[src/rtl/irq_disp_pkg.sv]
// Package: shared field positions, message type and state encoding for the
// interrupt dispatcher. Assumes the 64-bit routing entry layout below.
package irq_disp_pkg;

    localparam int RTE_W      = 64;
    localparam int VEC_W      = 8;
    localparam int DEST_W     = 8;
    localparam int DEST_LSB   = 56;
    localparam int DMODE_LSB  = 8;
    localparam int DESTM_BIT  = 11;
    localparam int POL_BIT    = 13;
    localparam int TRIG_BIT   = 15;
    localparam int MASK_BIT   = 16;

    localparam logic [2:0] DELIV_EXTERNAL = 3'd7;

    typedef struct packed {
        logic [DEST_W-1:0] dest;
        logic              dest_mode;
        logic [2:0]        deliv;
        logic [VEC_W-1:0]  vector;
        logic              pol;
        logic              trig;
    } irq_msg_t;

    typedef enum logic [1:0] {
        ST_IDLE  = 2'd0,
        ST_FETCH = 2'd1,
        ST_SEND  = 2'd2
    } disp_state_e;

    // Extract the message fields from one routing entry.
    function automatic irq_msg_t decode_entry(input logic [RTE_W-1:0] e);
        irq_msg_t m;
        m.dest      = e[DEST_LSB +: DEST_W];
        m.dest_mode = e[DESTM_BIT];
        m.deliv     = e[DMODE_LSB +: 3];
        m.vector    = e[VEC_W-1:0];
        m.pol       = e[POL_BIT];
        m.trig      = e[TRIG_BIT];
        return m;
    endfunction

endpackage

[src/rtl/irq_pend_latch.sv]
// Module: per-pin pending register and scan set.
// Steers line LEGACY_SRC onto pin LEGACY_DST (the two must differ). Edge pins
// latch rising transitions and clear on launch. Level pins follow their line.
// A scan (any rising line or an entry write) captures every pending unmasked
// pin into the scan set. Launched pins leave the set.
module irq_pend_latch #(
    parameter int NUM_PINS   = 24,
    parameter int LEGACY_SRC = 0,
    parameter int LEGACY_DST = 2
) (
    input  logic                clk,
    input  logic                rst_n,
    input  logic [NUM_PINS-1:0] lines_i,
    input  logic [NUM_PINS-1:0] trig_lvl_i,
    input  logic [NUM_PINS-1:0] mask_i,
    input  logic                rescan_i,
    input  logic                launch_i,
    input  logic [NUM_PINS-1:0] launch_oh_i,
    output logic [NUM_PINS-1:0] elig_o
);

    logic [NUM_PINS-1:0] routed;
    logic [NUM_PINS-1:0] prev_q;
    logic [NUM_PINS-1:0] rise;
    logic [NUM_PINS-1:0] pend_q, pend_nx;
    logic [NUM_PINS-1:0] todo_q, todo_nx;
    logic [NUM_PINS-1:0] clr;
    logic                scan;

    // Line-to-pin steering: the legacy source feeds the destination pin only.
    for (genvar g = 0; g < NUM_PINS; g++) begin : g_route
        if (g == LEGACY_SRC) begin : g_src
            assign routed[g] = 1'b0;
        end else if (g == LEGACY_DST) begin : g_dst
            assign routed[g] = lines_i[g] | lines_i[LEGACY_SRC];
        end else begin : g_plain
            assign routed[g] = lines_i[g];
        end
    end

    assign rise = routed & ~prev_q;
    assign scan = (|rise) | rescan_i;

    // Next pending and scan-set values.
    always_comb begin
        clr = launch_i ? launch_oh_i : '0;
        for (int i = 0; i < NUM_PINS; i++) begin
            pend_nx[i] = trig_lvl_i[i] ? routed[i]
                                       : ((pend_q[i] & ~clr[i]) | rise[i]);
        end
        todo_nx = ((todo_q & ~clr) | {NUM_PINS{scan}}) & pend_nx & ~mask_i;
    end

    // State registers for line history, pending bits and scan set.
    always_ff @(posedge clk) begin
        if (!rst_n) begin
            prev_q <= '0;
            pend_q <= '0;
            todo_q <= '0;
        end else begin
            prev_q <= routed;
            pend_q <= pend_nx;
            todo_q <= todo_nx;
        end
    end

    assign elig_o = todo_q & pend_q & ~mask_i;

endmodule

[src/rtl/irq_prio_pick.sv]
// Module: fixed-priority picker, lowest index wins.
// Purely combinational. The grant is one-hot or zero.
module irq_prio_pick #(
    parameter int N     = 24,
    parameter int IDX_W = (N > 1) ? $clog2(N) : 1
) (
    input  logic [N-1:0]     req_i,
    output logic [N-1:0]     gnt_o,
    output logic [IDX_W-1:0] idx_o,
    output logic             any_o
);

    logic found;

    // Scan upward and keep the first requester.
    always_comb begin
        gnt_o = '0;
        idx_o = '0;
        found = 1'b0;
        for (int i = 0; i < N; i++) begin
            if (req_i[i] && !found) begin
                found    = 1'b1;
                gnt_o[i] = 1'b1;
                idx_o    = IDX_W'(i);
            end
        end
    end

    assign any_o = |req_i;

endmodule

[src/rtl/irq_msg_stage.sv]
// Module: output message register with external-vector fetch.
// Launches when idle and a pin is eligible. Delivery kind 7 waits for the
// legacy acknowledge and takes its vector. The message holds until ready.
module irq_msg_stage
    import irq_disp_pkg::*;
(
    input  logic             clk,
    input  logic             rst_n,
    input  logic             any_i,
    input  irq_msg_t         msg_i,
    output logic             launch_o,
    output logic             ext_req_o,
    input  logic             ext_ack_i,
    input  logic [VEC_W-1:0] ext_vec_i,
    output logic             valid_o,
    input  logic             ready_i,
    output irq_msg_t         msg_o
);

    disp_state_e state_q;
    irq_msg_t    msg_q;

    assign launch_o = (state_q == ST_IDLE) && any_i;

    // Message state machine: idle, fetch the vector, present.
    always_ff @(posedge clk) begin
        if (!rst_n) begin
            state_q <= ST_IDLE;
            msg_q   <= '0;
        end else begin
            case (state_q)
                ST_IDLE: begin
                    if (any_i) begin
                        msg_q   <= msg_i;
                        state_q <= (msg_i.deliv == DELIV_EXTERNAL) ? ST_FETCH : ST_SEND;
                    end
                end
                ST_FETCH: begin
                    if (ext_ack_i) begin
                        msg_q.vector <= ext_vec_i;
                        state_q      <= ST_SEND;
                    end
                end
                ST_SEND: begin
                    if (ready_i) begin
                        state_q <= ST_IDLE;
                    end
                end
                default: state_q <= ST_IDLE;
            endcase
        end
    end

    assign ext_req_o = (state_q == ST_FETCH);
    assign valid_o   = (state_q == ST_SEND);
    assign msg_o     = msg_q;

endmodule

[src/rtl/irq_dispatch.sv]
// Module: top of the interrupt pending latch and dispatcher.
// Splits the flat routing-table bus into per-pin entries, latches requests,
// picks the lowest eligible pin and emits one message per valid/ready
// handshake. Table storage lives outside the block.
module irq_dispatch
    import irq_disp_pkg::*;
#(
    parameter int NUM_PINS   = 24,
    parameter int LEGACY_SRC = 0,
    parameter int LEGACY_DST = 2
) (
    input  logic                      clk,
    input  logic                      rst_n,
    input  logic [NUM_PINS-1:0]       irq_line_i,
    input  logic [NUM_PINS*RTE_W-1:0] rte_flat_i,
    input  logic                      rte_wr_i,
    output logic                      ext_req_o,
    input  logic                      ext_ack_i,
    input  logic [VEC_W-1:0]          ext_vec_i,
    output logic                      msg_valid_o,
    input  logic                      msg_ready_i,
    output logic [DEST_W-1:0]         msg_dest_o,
    output logic                      msg_dest_mode_o,
    output logic [2:0]                msg_deliv_o,
    output logic [VEC_W-1:0]          msg_vec_o,
    output logic                      msg_pol_o,
    output logic                      msg_trig_o
);

    localparam int IDX_W = (NUM_PINS > 1) ? $clog2(NUM_PINS) : 1;

    logic [RTE_W-1:0]    ent_arr [NUM_PINS];
    logic [NUM_PINS-1:0] trig_lvl;
    logic [NUM_PINS-1:0] mask;
    logic [NUM_PINS-1:0] elig;
    logic [NUM_PINS-1:0] gnt;
    logic [IDX_W-1:0]    pick_idx;
    logic                pick_any;
    logic                launch;
    irq_msg_t            pick_msg;
    irq_msg_t            out_msg;

    // Per-pin entry split and control-bit extraction.
    for (genvar g = 0; g < NUM_PINS; g++) begin : g_ent
        assign ent_arr[g]  = rte_flat_i[g*RTE_W +: RTE_W];
        assign trig_lvl[g] = ent_arr[g][TRIG_BIT];
        assign mask[g]     = ent_arr[g][MASK_BIT];
    end

    irq_pend_latch #(
        .NUM_PINS   (NUM_PINS),
        .LEGACY_SRC (LEGACY_SRC),
        .LEGACY_DST (LEGACY_DST)
    ) u_latch (
        .clk         (clk),
        .rst_n       (rst_n),
        .lines_i     (irq_line_i),
        .trig_lvl_i  (trig_lvl),
        .mask_i      (mask),
        .rescan_i    (rte_wr_i),
        .launch_i    (launch),
        .launch_oh_i (gnt),
        .elig_o      (elig)
    );

    irq_prio_pick #(
        .N     (NUM_PINS),
        .IDX_W (IDX_W)
    ) u_pick (
        .req_i (elig),
        .gnt_o (gnt),
        .idx_o (pick_idx),
        .any_o (pick_any)
    );

    assign pick_msg = decode_entry(ent_arr[pick_idx]);

    irq_msg_stage u_stage (
        .clk       (clk),
        .rst_n     (rst_n),
        .any_i     (pick_any),
        .msg_i     (pick_msg),
        .launch_o  (launch),
        .ext_req_o (ext_req_o),
        .ext_ack_i (ext_ack_i),
        .ext_vec_i (ext_vec_i),
        .valid_o   (msg_valid_o),
        .ready_i   (msg_ready_i),
        .msg_o     (out_msg)
    );

    assign msg_dest_o      = out_msg.dest;
    assign msg_dest_mode_o = out_msg.dest_mode;
    assign msg_deliv_o     = out_msg.deliv;
    assign msg_vec_o       = out_msg.vector;
    assign msg_pol_o       = out_msg.pol;
    assign msg_trig_o      = out_msg.trig;

endmodule

[config.mk]
export PLATFORM = sky130hd
export DESIGN_NAME = irq_dispatch
export DESIGN_NICKNAME = d
export VERILOG_FILES = /design/src/rtl/irq_disp_pkg.sv /design/src/rtl/irq_pend_latch.sv /design/src/rtl/irq_prio_pick.sv /design/src/rtl/irq_msg_stage.sv /design/src/rtl/irq_dispatch.sv
export SDC_FILE = /design/constraint.sdc
export NUM_CORES = 1
export LEC_CHECK = 0
export BUFFER_PORTS_ARGS = -buffer_cell sky130_fd_sc_hd__buf_4
export CAP_MARGIN = 20
export CORE_AREA = 10 10 622 624
export DETAILED_ROUTE_END_ITERATION = 6
export DIE_AREA = 0 0 632 634
export PLACE_DENSITY_LB_ADDON = 0.08
export SKIP_LAST_GASP = 1
export SYNTH_ARGS = -nofsm -noshare
export SYNTH_HDL_FRONTEND = slang
export SYNTH_SLANG_ARGS = --single-unit
[constraint.sdc]
create_clock -name clk -period 7.85 [get_ports clk]
set_input_delay 1.57 -clock clk [delete_from_list [all_inputs] [get_ports clk]]
set_output_delay 1.57 -clock clk [all_outputs]
set_load 0.02 [all_outputs]
# Word-level counts from Yosys, hierarchy flattened
# Cells that the tools add are included.
dict set report op_classes {
  magnitude_cmp 1
  eq_ne 6
  mux 105
  n_bitwise 85
  reduce_logical 54
}
# operator n
set op_table {}
lappend op_table {{binary-select mux 64 bit (select 5 bit)} 1}
lappend op_table {{bitwise AND 24 bit} 6}
lappend op_table {{two-way mux 64 bit} 2}
lappend op_table {{inverter 24 bit} 3}
lappend op_table {{two-way mux 1 bit} 71}
lappend op_table {{OR reduction 24 bit} 2}
lappend op_table {{two-way mux 5 bit} 8}
lappend op_table {{two-way mux 4 bit} 8}
lappend op_table {{bitwise OR 1 bit} 26}
lappend op_table {{bitwise AND 1 bit} 24}
lappend op_table {{logical AND 1 bit} 24}
lappend op_table {{two-way mux 24 bit} 1}
lappend op_table {{inverter 1 bit} 24}
lappend op_table {{bitwise OR 24 bit} 1}
lappend op_table {{logical NOT 1 bit} 23}
lappend op_table {{one-hot mux 8 bit (2 select lines)} 1}
lappend op_table {{two-way mux 2 bit} 6}
lappend op_table {{two-way mux 3 bit} 4}
lappend op_table {{two-way mux 10 bit} 1}
lappend op_table {{two-way mux 8 bit} 1}
lappend op_table {{greater-or-equal comparator 6 bit (second input constant)} 1}
lappend op_table {{!= test 2 x 1 -> 1 bit (second input constant)} 3}
lappend op_table {{inverter 5 -> 6 bit} 1}
lappend op_table {{one-hot mux 2 bit (3 select lines)} 1}
lappend op_table {{other kinds (7)} 8}
dict set report word_totals {
  regBits 96
  inputBits 1573
  output_inout_bits 24
  word_cells 262
}

# Longest topological paths before layout
# Gate-level depths: netlist (run 1).
dict set report depth {
  word_depth 80
  mapped_depth 16
  mapped_depth_nobuf 11
}

# Cells and area by module
# From an unflattened synthesis (run 1), not the netlist that was laid out.
dict set report hier_totals {
  hier_cells 1066
  area_unflattened_um2 8953.6
}
# mod n_inst cells_per_inst area_per_inst_um2 seq_area_each_um2
set modules_own_cells {}
lappend modules_own_cells {irq_dispatch 1 499 4481.8 0.0}
lappend modules_own_cells {irq_pend_latch 1 379 3024.2 1421.4}
lappend modules_own_cells {irq_msg_stage 1 103 943.4 480.5}
lappend modules_own_cells {irq_prio_pick 1 85 504.2 0.0}

# Least setup slack after synthesis (run 1)
# Ideal clock, no wire load.
dict set report synth_path {
  path_kind {input port to flip-flop}
  start {input port rte_flat_i[336]}
  end {register u_stage.state_q[0]}
  setup_ns 0.119
  arrival_time_ns 4.024
  required_time_ns 7.731
  slack_ns 3.708
  path_stages 10
  n_path_buf 0
  path_cell_list {and3b_1 > and3b_1 > nor3b_4 > nand4_1 > nand3_1 > mux2_2 > a311o_1 > nor4_1 > nor4b_2 > o221a_1}
}
dict set report synth_via {
  elab_chain_len 66
  elab_cells_between_ends 87
  cone_classes {eq/ne (2); mux (43); bitwise (3); reduce/logical (39)}
}
# element line_no
set synth_rtl {}
lappend synth_rtl {{start, declared} irq_dispatch.sv:15} ;# input logic [NUM_PINS*RTE_W-1:0] rte_flat_i,
lappend synth_rtl {{inverter 24 bit (*)} irq_pend_latch.sv:67} ;# assign elig_o = todo_q & pend_q & ~mask_i;
lappend synth_rtl {{bitwise AND 24 bit (*)} irq_pend_latch.sv:67}
lappend synth_rtl {{logical AND 1 bit} irq_prio_pick.sv:21} ;# if (req_i[i] && !found) begin
lappend synth_rtl {{two-way mux 1 bit} irq_prio_pick.sv:21}
lappend synth_rtl {{logical NOT 1 bit} irq_prio_pick.sv:21}
lappend synth_rtl {{logical AND 1 bit} irq_prio_pick.sv:21}
lappend synth_rtl {{two-way mux 1 bit} irq_prio_pick.sv:21}
lappend synth_rtl {{logical NOT 1 bit} irq_prio_pick.sv:21}
lappend synth_rtl {{[49 not listed]} n/a}
lappend synth_rtl {{two-way mux 5 bit} irq_prio_pick.sv:21}
lappend synth_rtl {{inverter 5 -> 6 bit (implied by the code)} irq_dispatch.sv:76} ;# assign pick_msg = decode_entry(ent_arr[pick_idx]);
lappend synth_rtl {{binary-select mux 64 bit (select 5 bit)} irq_dispatch.sv:76}
lappend synth_rtl {{two-way mux 64 bit (implied by the code) (2 in series)} irq_dispatch.sv:76}
lappend synth_rtl {{== test 3 bit} irq_msg_stage.sv:35} ;# state_q <= (msg_i.deliv == DELIV_EXTERNAL) ? ST_FETCH : ST_SEND;
lappend synth_rtl {{two-way mux 2 bit} irq_msg_stage.sv:35}
lappend synth_rtl {{two-way mux 2 bit} irq_msg_stage.sv:33} ;# if (any_i) begin
lappend synth_rtl {{one-hot mux 2 bit (3 select lines)} irq_msg_stage.sv:31} ;# case (state_q)
lappend synth_rtl {{end signal, assigned} irq_msg_stage.sv:35}
lappend synth_rtl {{end, declared} irq_msg_stage.sv:20} ;# disp_state_e state_q;
# Every way passes the cells marked *; elsewhere a longest branch is shown, timed or not. The select of a mux whose other input is x is not followed.
# A chain may end at the register's enable or synchronous reset.

# Worst setup path in the final report (run 1)
dict set report layout_path {
  start {input port rte_flat_i[336]}
  end {register u_stage.msg_q, in the netlist u_stage.msg_o[2]}
}
dict set report layout_via {
  elab_chain_len 64
  elab_cells_between_ends 85
  cone_classes {eq/ne (1); mux (42); bitwise (3); reduce/logical (39)}
}
# element line_no
set layout_rtl {}
lappend layout_rtl {{inverter 24 bit (*)} irq_pend_latch.sv:67}
lappend layout_rtl {{bitwise AND 24 bit (*)} irq_pend_latch.sv:67}
lappend layout_rtl {{logical AND 1 bit} irq_prio_pick.sv:21}
lappend layout_rtl {{two-way mux 1 bit} irq_prio_pick.sv:21}
lappend layout_rtl {{logical NOT 1 bit} irq_prio_pick.sv:21}
lappend layout_rtl {{logical AND 1 bit} irq_prio_pick.sv:21}
lappend layout_rtl {{two-way mux 1 bit} irq_prio_pick.sv:21}
lappend layout_rtl {{logical NOT 1 bit} irq_prio_pick.sv:21}
lappend layout_rtl {{[47 not listed]} n/a}
lappend layout_rtl {{logical NOT 1 bit} irq_prio_pick.sv:21}
lappend layout_rtl {{logical AND 1 bit} irq_prio_pick.sv:21}
lappend layout_rtl {{two-way mux 5 bit} irq_prio_pick.sv:21}
lappend layout_rtl {{inverter 5 -> 6 bit (implied by the code)} irq_dispatch.sv:76}
lappend layout_rtl {{binary-select mux 64 bit (select 5 bit)} irq_dispatch.sv:76}
lappend layout_rtl {{two-way mux 64 bit (implied by the code) (2 in series)} irq_dispatch.sv:76}
lappend layout_rtl {{two-way mux 10 bit} irq_msg_stage.sv:33}
lappend layout_rtl {{one-hot mux 8 bit (2 select lines)} irq_msg_stage.sv:31}
lappend layout_rtl {{end signal, assigned} irq_msg_stage.sv:34} ;# msg_q <= msg_i;
lappend layout_rtl {{end, declared} irq_msg_stage.sv:21} ;# irq_msg_t msg_q;
# Marked as above.

==> impl_metrics.env, run 1 <==
export IMPL_status="completed"
export IMPL_multi_input_comb_area_mm2=0.00692
export IMPL_final_hold_violation_count=0
export IMPL_synth_top_family_by_area="simple AND/OR/NAND/NOR gates"
export IMPL_tritoncts="yes"
export IMPL_mostFrequentLayoutCell="buf_4"
export IMPL_cts_repair_timing_setup_buffer_count=0
export IMPL_final_critical_path_setup_slack_ns=1.92
export IMPL_path_clk_slew_ns=0.09
export IMPL_detail_route_first_pass_iterations=4
export IMPL_detail_route_drc_violations=0
export IMPL_setup_crit_path_kind="input port to flop"
export IMPL_final_cell_mix="buf_4 (678), nand2_1 (440), nand3_1 (208)"
export IMPL_core_rowCount=225
export IMPL_cellPowerDensity_mw_per_mm2=124
export IMPL_rsz0062_at_grt="no"
export IMPL_timing_slew_headroom_pct=31.6
export IMPL_yosys_register_bits=95
export IMPL_cap_viol_max_count=0
export IMPL_maxClockFrequency_ghz=0.169
export IMPL_tritoncts_num_sinks=95
export IMPL_post_cts_resized_instances=0
export IMPL_layout_min_cycle_time_ns=5.93
export IMPL_worstPathMaxFanout=31
export IMPL_start_util_pct=2.50
export IMPL_share_of_post_route_cells_with_drive_strength_above_1_pct=34.8
export IMPL_timing_clock_skew_ns=0.0354
export IMPL_num_nets_final=3674
export IMPL_yosys_mux_area_fraction_pct=12.8
export IMPL_yosys_area_share_adder_pct=0
export IMPL_xor_xnor_share_of_the_synthesized_area_pct=0
export IMPL_die_w_um=632
export IMPL_total_leakage_power_uw=0.00746
export IMPL_num_io_pins=1597
export IMPL_grt_first_pass_wirelength_um=168000
export IMPL_syn_inst=1500
export IMPL_final_min_period_over_clock_period_pct=75.5
export IMPL_synth_top_cells_by_area="dfxtp_1 (20%), nand2_1 (18%), mux2i_1 (12%), nand3_1 (11%), a21oi_1 (4.9%)"
export IMPL_synth_edff_count=0
export IMPL_start_kind="input port"
export IMPL_synth_seq_area_share_pct=20.4
export IMPL_synthesis_nets=3073
export IMPL_numCtsBuffers=9
export IMPL_final_setup_tns_ns=0
export IMPL_antenna_left=0
export IMPL_floorplan_core_area_mm2=0.374
export IMPL_place_gp_congestion=0.694
export IMPL_die_h_um=634
export IMPL_cts_max_path_buffers=2
export IMPL_avgSynthCellArea_um2=6.23
export IMPL_synth_cell_type_count=58
export IMPL_cts_hold_buffers_added=0
export IMPL_port_buffers=612
export IMPL_post_drt_via_cell_ratio=1.88
export IMPL_vias=13350
export IMPL_detail_route_wirelength_um=138000
export IMPL_area_growth_pct=123
export IMPL_iteration_0_drc_markers=540
export IMPL_dieArea_mm2=0.401
export IMPL_tightest_slew_ns=1.02
export IMPL_synth_largest_area_cell="dfxtp_1"
export IMPL_synth_async_sr_flop_share_pct=0
export IMPL_insertion_delay_ns=0.46
export IMPL_finish_utilization_pct=5.58
export IMPL_grt_usage_pct=6.54
export IMPL_maximum_number_of_pins_on_one_net_before_global_route_repair=68
export IMPL_detailedPlace_worstSlack_ns=1.09
export IMPL_worstPathArrival_ns=6.22
export IMPL_synth_area_mm2=0.00934
export IMPL_post_synthesis_compound_gate_area_fraction_pct=16.2
export IMPL_synth_yosys_warnings=0
export IMPL_cts_max_level=3
export IMPL_setup_violations_final=0
export IMPL_cp_data_required_time_ns=8.14
export IMPL_antenna_violations_before_repair=65
export IMPL_timing_final_max_slew_violations=0
export IMPL_via_count_of_the_first_global_routing_pass=14104
export IMPL_num_fill_cells=44702
export IMPL_dp_final_hpwl_um=120000
export IMPL_cts_root_buf="clkbuf_16"
export IMPL_synth_main_ff_cell="dfxtp_1"
export IMPL_grt_use_met1_pct=7.61
export IMPL_synth_largest_type_area_fraction_pct=20.4
export IMPL_busiest_layer="met2"
export IMPL_ff_latch_area_mm2=0.00190
export IMPL_min_delay_path_class="flop to flop"
export IMPL_grt_overflow_total=0
export IMPL_grtUsageMet2_pct=12.4
export IMPL_routed_length_per_placed_instance_um=19.4
export IMPL_worst_ir_drop_on_vdd_mv=0.130
export IMPL_global_route_usage_met3_pct=1.39
export IMPL_share_of_synthesized_cell_area_in_and_or_nand_and_nor_gates_pct=44.2
export IMPL_timing_critical_path_to_type="flop"
==> routing by layer <==
| layer | vias up | share of wire, % |
|---|---|---|
| met5 | - | 0.087 |
| met3 | 103 | 4.9 |
| met1 | 6309 | 41 |
| met4 | 18 | 1.2 |
| li1 | 6484 | - |
| met2 | 436 | 53 |
==> cells in the mapped netlist (2+ instances only) <==
library cell,count
nand2_1,441
nand3_1,208
mux2i_1,109
dfxtp_1,95
a21oi_1,91
nor2_1,68
o21ai_0,62
inv_1,47
clkbuf_1,46
buf_2,36
and2_1,35
nand3b_1,35
nand4_1,23
a31oi_1,21
and3_1,21
nor3_1,16
and3b_1,13
buf_1,13
o22ai_1,12
a311oi_1,10
mux2_2,9
nor2b_1,8
a21o_1,7
a32o_1,7
a211oi_1,6
a221oi_1,5
o21ai_1,5
or3_1,5
a32oi_1,4
and4_1,3
nand2b_1,3
nor4_1,3
o211ai_1,3
o21a_1,3
o311ai_0,3
buf_4,2
==> cells by family (layout without fill, tap and decap cells) <==
family	after synthesis	in the layout
compound gates	251	251
simple gates	890	890
flops	95	95
buf+inv	146	752
mux	118	118
other cells	0	15
==> registers in the layout (all words and copies together), names as in the netlist <==
signal	count
u_stage.msg_o	22
u_stage.state_q	2
u_latch.todo_q	24
u_latch.pend_q	24
u_latch.prev_q	23
==> metrics by stage <==
| step | instances | hold slack (ns) | power [µW] | cell area (µm²) |
|---|---|---|---|---|
| after floorplan | 1500 | 0.427 | 1120 | 9340 |
| after global placement | 7080 | 0.453 | 2200 | 20500 |
| after detailed placement | 7084 | 0.450 | 2200 | 20500 |
| after CTS | 7100 | 0.465 | 2800 | 20800 |
| after global routing | 7107 | 0.486 | 2830 | 20900 |
| final | 7115 | 0.464 | 2590 | 20900 |
==> area by class of cell <==
class	count	area share, %
Antenna cell	15	0.180
Inverter	48	0.863
Sequential cell	95	9.11
Timing Repair Buffer	688	25.3
Clock buffer	9	1.08
Clock inverter	7	0.372
Tap cell	4994	29.9
Multi-Input combinational cell	1259	33.1
==> power by group <==
part	switching (µW)	leakage [µW]	internal [µW]
clock	313	0.000144	227
sequential	24.9	0.000786	527
combinational	958	0.00653	541
total	1300	0.00746	1290
==> critical path, cell delays in order <==
cell and delay, ns:
buf_4 0.14, and3b_1 0.23, and3b_1 0.32, nand4_1 0.49
a211oi_1 0.51, or3_4 0.77, buf_4 0.41, buf_4 0.25
nand3_1 0.15, a31oi_1 0.24, o21ai_0 0.10, nor3_1 0.84
nor2_1 0.11
==> path summary, 6_finish.rpt <==
kind         slack (ns)                          start  depth (start not counted)                         endpoint
min                0.46   u_latch.pend_q[0]$_SDFF_PN0_                          2     u_latch.pend_q[0]$_SDFF_PN0_
max                1.92                rte_flat_i[336]                         13    u_stage.msg_o[2]$_SDFFE_PN0P_
max reg2reg        2.88  u_latch.todo_q[10]$_SDFF_PN0_                         11  u_stage.state_q[0]$_SDFFE_PN0P_
min reg2reg        0.46   u_latch.pend_q[0]$_SDFF_PN0_                          2     u_latch.pend_q[0]$_SDFF_PN0_
Power figures use the tool's default switching activity.
==> run 2: changes to the inputs <==
- CORE_AREA: 10 10 622 624 -> 10 10 607 609
- DIE_AREA: 0 0 632 634 -> 0 0 617 619
- clock period: 7.85 -> 5.6 ns (I/O delays scaled with it)
==> impl_metrics.env, run 2 (synthesized netlist as in run 1, its figures left out) <==
export IMPL_timing_critical_path_max_delay_family="simple AND/OR/NAND/NOR gates"
export IMPL_cp_data_required_time_ns=5.92
export IMPL_critical_path_buf_inv_count=6
export IMPL_num_nets_final=3690
export IMPL_timing_final_max_slew_violations=0
export IMPL_cts_hold_buffers_added=0
export IMPL_mostFrequentLayoutCell="buf_4"
export IMPL_timing_critical_path_slowest_stage_cell="nor3_2"
export IMPL_port_buffers=612
export IMPL_detail_route_wirelength_um=136000
export IMPL_detail_route_first_pass_iterations=5
export IMPL_routed_length_per_placed_instance_um=19.7
export IMPL_num_fill_cells=42337
export IMPL_numCtsBuffers=9
export IMPL_ff_latch_area_mm2=0.00190
export IMPL_via_count_of_the_first_global_routing_pass=14125
export IMPL_timing_hold_ws_ns=0.469
export IMPL_tritoncts_num_sinks=95
export IMPL_cellPowerDensity_mw_per_mm2=174
export IMPL_vias=13561
export IMPL_iteration_0_drc_markers=795
export IMPL_cells_along_the_critical_path="buf_4 -> and3b_1 -> and3b_1 -> nand3_1 -> o221ai_1 -> nor3_2 -> buf_12 -> buf_12 -> buf_12 -> a311oi_1 -> a31oi_1 -> buf_4 -> o21ai_0 -> nor3_1 -> buf_4 -> nor2_1"
export IMPL_path_clk_slew_ns=0.09
export IMPL_worstPathMaxFanout=39
export IMPL_post_cts_resized_instances=0
export IMPL_layout_min_cycle_time_ns=4.99
export IMPL_grt_overflow_total=0
export IMPL_start_util_pct=2.63
export IMPL_dieArea_mm2=0.382
export IMPL_antenna_left=0
export IMPL_share_of_post_route_cells_with_drive_strength_above_1_pct=35.2
export IMPL_maximum_single_stage_delay_on_the_critical_path_ns=0.68
export IMPL_busiest_layer="met2"
export IMPL_rsz0062_at_grt="no"
export IMPL_num_io_pins=1597
export IMPL_worstPathArrival_ns=5.31
export IMPL_final_critical_path_setup_slack_ns=0.608
export IMPL_maximum_number_of_pins_on_one_net_before_global_route_repair=57
export IMPL_cts_root_buf="clkbuf_16"
export IMPL_start_kind="input port"
export IMPL_detailedPlace_worstSlack_ns=-0.0956
export IMPL_cts_repair_timing_setup_buffer_count=0
export IMPL_cts_max_level=3
export IMPL_numPlacedInstances=6857
export IMPL_tritoncts="yes"
export IMPL_status="completed"
export IMPL_min_delay_path_class="flop to flop"
export IMPL_multi_input_comb_area_mm2=0.00692
export IMPL_final_cell_mix="buf_4 (687), nand2_1 (440), nand3_1 (208)"
export IMPL_grt_usage_pct=6.74
export IMPL_setup_violations_final=0
export IMPL_final_cell_count_without_fillers=6893
export IMPL_antenna_violations_before_repair=87
export IMPL_tightest_slew_ns=1.04
export IMPL_final_setup_tns_ns=0
export IMPL_detail_route_drc_violations=0
export IMPL_insertion_delay_ns=0.45
export IMPL_grt_use_met1_pct=8.00
export IMPL_post_drt_via_cell_ratio=1.97
export IMPL_cap_viol_max_count=0
export IMPL_cts_max_path_buffers=2
export IMPL_setup_crit_path_kind="input port to flop"
export IMPL_total_chip_power_uw=3610
export IMPL_global_route_usage_met3_pct=1.55
export IMPL_floorplan_core_area_mm2=0.355
export IMPL_grt_first_pass_wirelength_um=167000
export IMPL_dp_final_hpwl_um=119000
export IMPL_total_leakage_power_uw=0.00759
export IMPL_place_gp_congestion=0.692
export IMPL_timing_clock_skew_ns=0.0336
export IMPL_final_min_period_over_clock_period_pct=89.1
export IMPL_die_h_um=619
export IMPL_regs_by_ff_count="u_latch.pend_q: 24 flops, u_latch.todo_q: 24 flops, u_latch.prev_q: 23 flops"
export IMPL_die_w_um=617
export IMPL_area_growth_pct=123
export IMPL_core_rowCount=219
export IMPL_grtUsageMet2_pct=12.5
export IMPL_maxClockFrequency_ghz=0.200
export IMPL_timing_critical_path_to_type="flop"
export IMPL_timing_slew_headroom_pct=30.8
export IMPL_worst_ir_drop_on_vdd_mv=0.167
export IMPL_final_hold_violation_count=0
run 2: cell count changes in the layout (fill, tap and decap cells not counted), moves of 2 or more:
cell	delta
a311oi_2	+2
buf_4	+9
diode_2	+5
nor2_1	+2
nor2_2	-2
a311oi_1	-2
buf_12	+8
run 2: final timing paths:
check	from	depth (start not counted)	to	slack, ns
hold / removal	u_stage.msg_o[10]$_SDFFE_PN0P_	2	u_stage.msg_o[10]$_SDFFE_PN0P_	0.47
hold reg to reg	u_stage.msg_o[10]$_SDFFE_PN0P_	2	u_stage.msg_o[10]$_SDFFE_PN0P_	0.47
setup / recovery	rte_flat_i[336]	16	u_stage.msg_o[9]$_SDFFE_PN0P_	0.61
setup reg to reg	u_latch.todo_q[11]$_SDFF_PN0_	15	u_stage.msg_o[9]$_SDFFE_PN0P_	1.12
run 2: metrics by stage:
stage / util, % / cell area (µm²)
2_1_floorplan: - / 9340
3_3_place_gp: 5.75 / 20400
3_5_place_dp: 5.75 / 20400
4_1_cts: 5.84 / 20800
5_1_grt: 5.85 / 20800
6_report: 5.85 / 20800
run 2: area by class of cell:
cell class | count | share of cell area, %
flip-flops and latches | 95 | 9.14
repair buffers | 704 | 26.4
inverters | 48 | 0.866
diodes | 20 | 0.241
clock buffers | 9 | 1.08
well taps | 4751 | 28.6
clock inverters | 7 | 0.481
multi-input cells | 1259 | 33.3
run 2: metal layers:
layer,up-vias,wire (µm)
met5,-,146
met4,24,1940
met3,140,6940
met2,513,70600
met1,6375,56400
li1,6509,-
run 2: where the power goes:
part	internal (µW)	leakage, µW	switching [µW]
registers	738	0.000786	35.8
logic	786	0.00664	1240
clock network	364	0.000158	445
run 2: worst min-delay path, stage by stage (launching register included):
cell and delay, ns:
dfxtp_1 0.32, nand2_1 0.05, a21oi_1 0.05
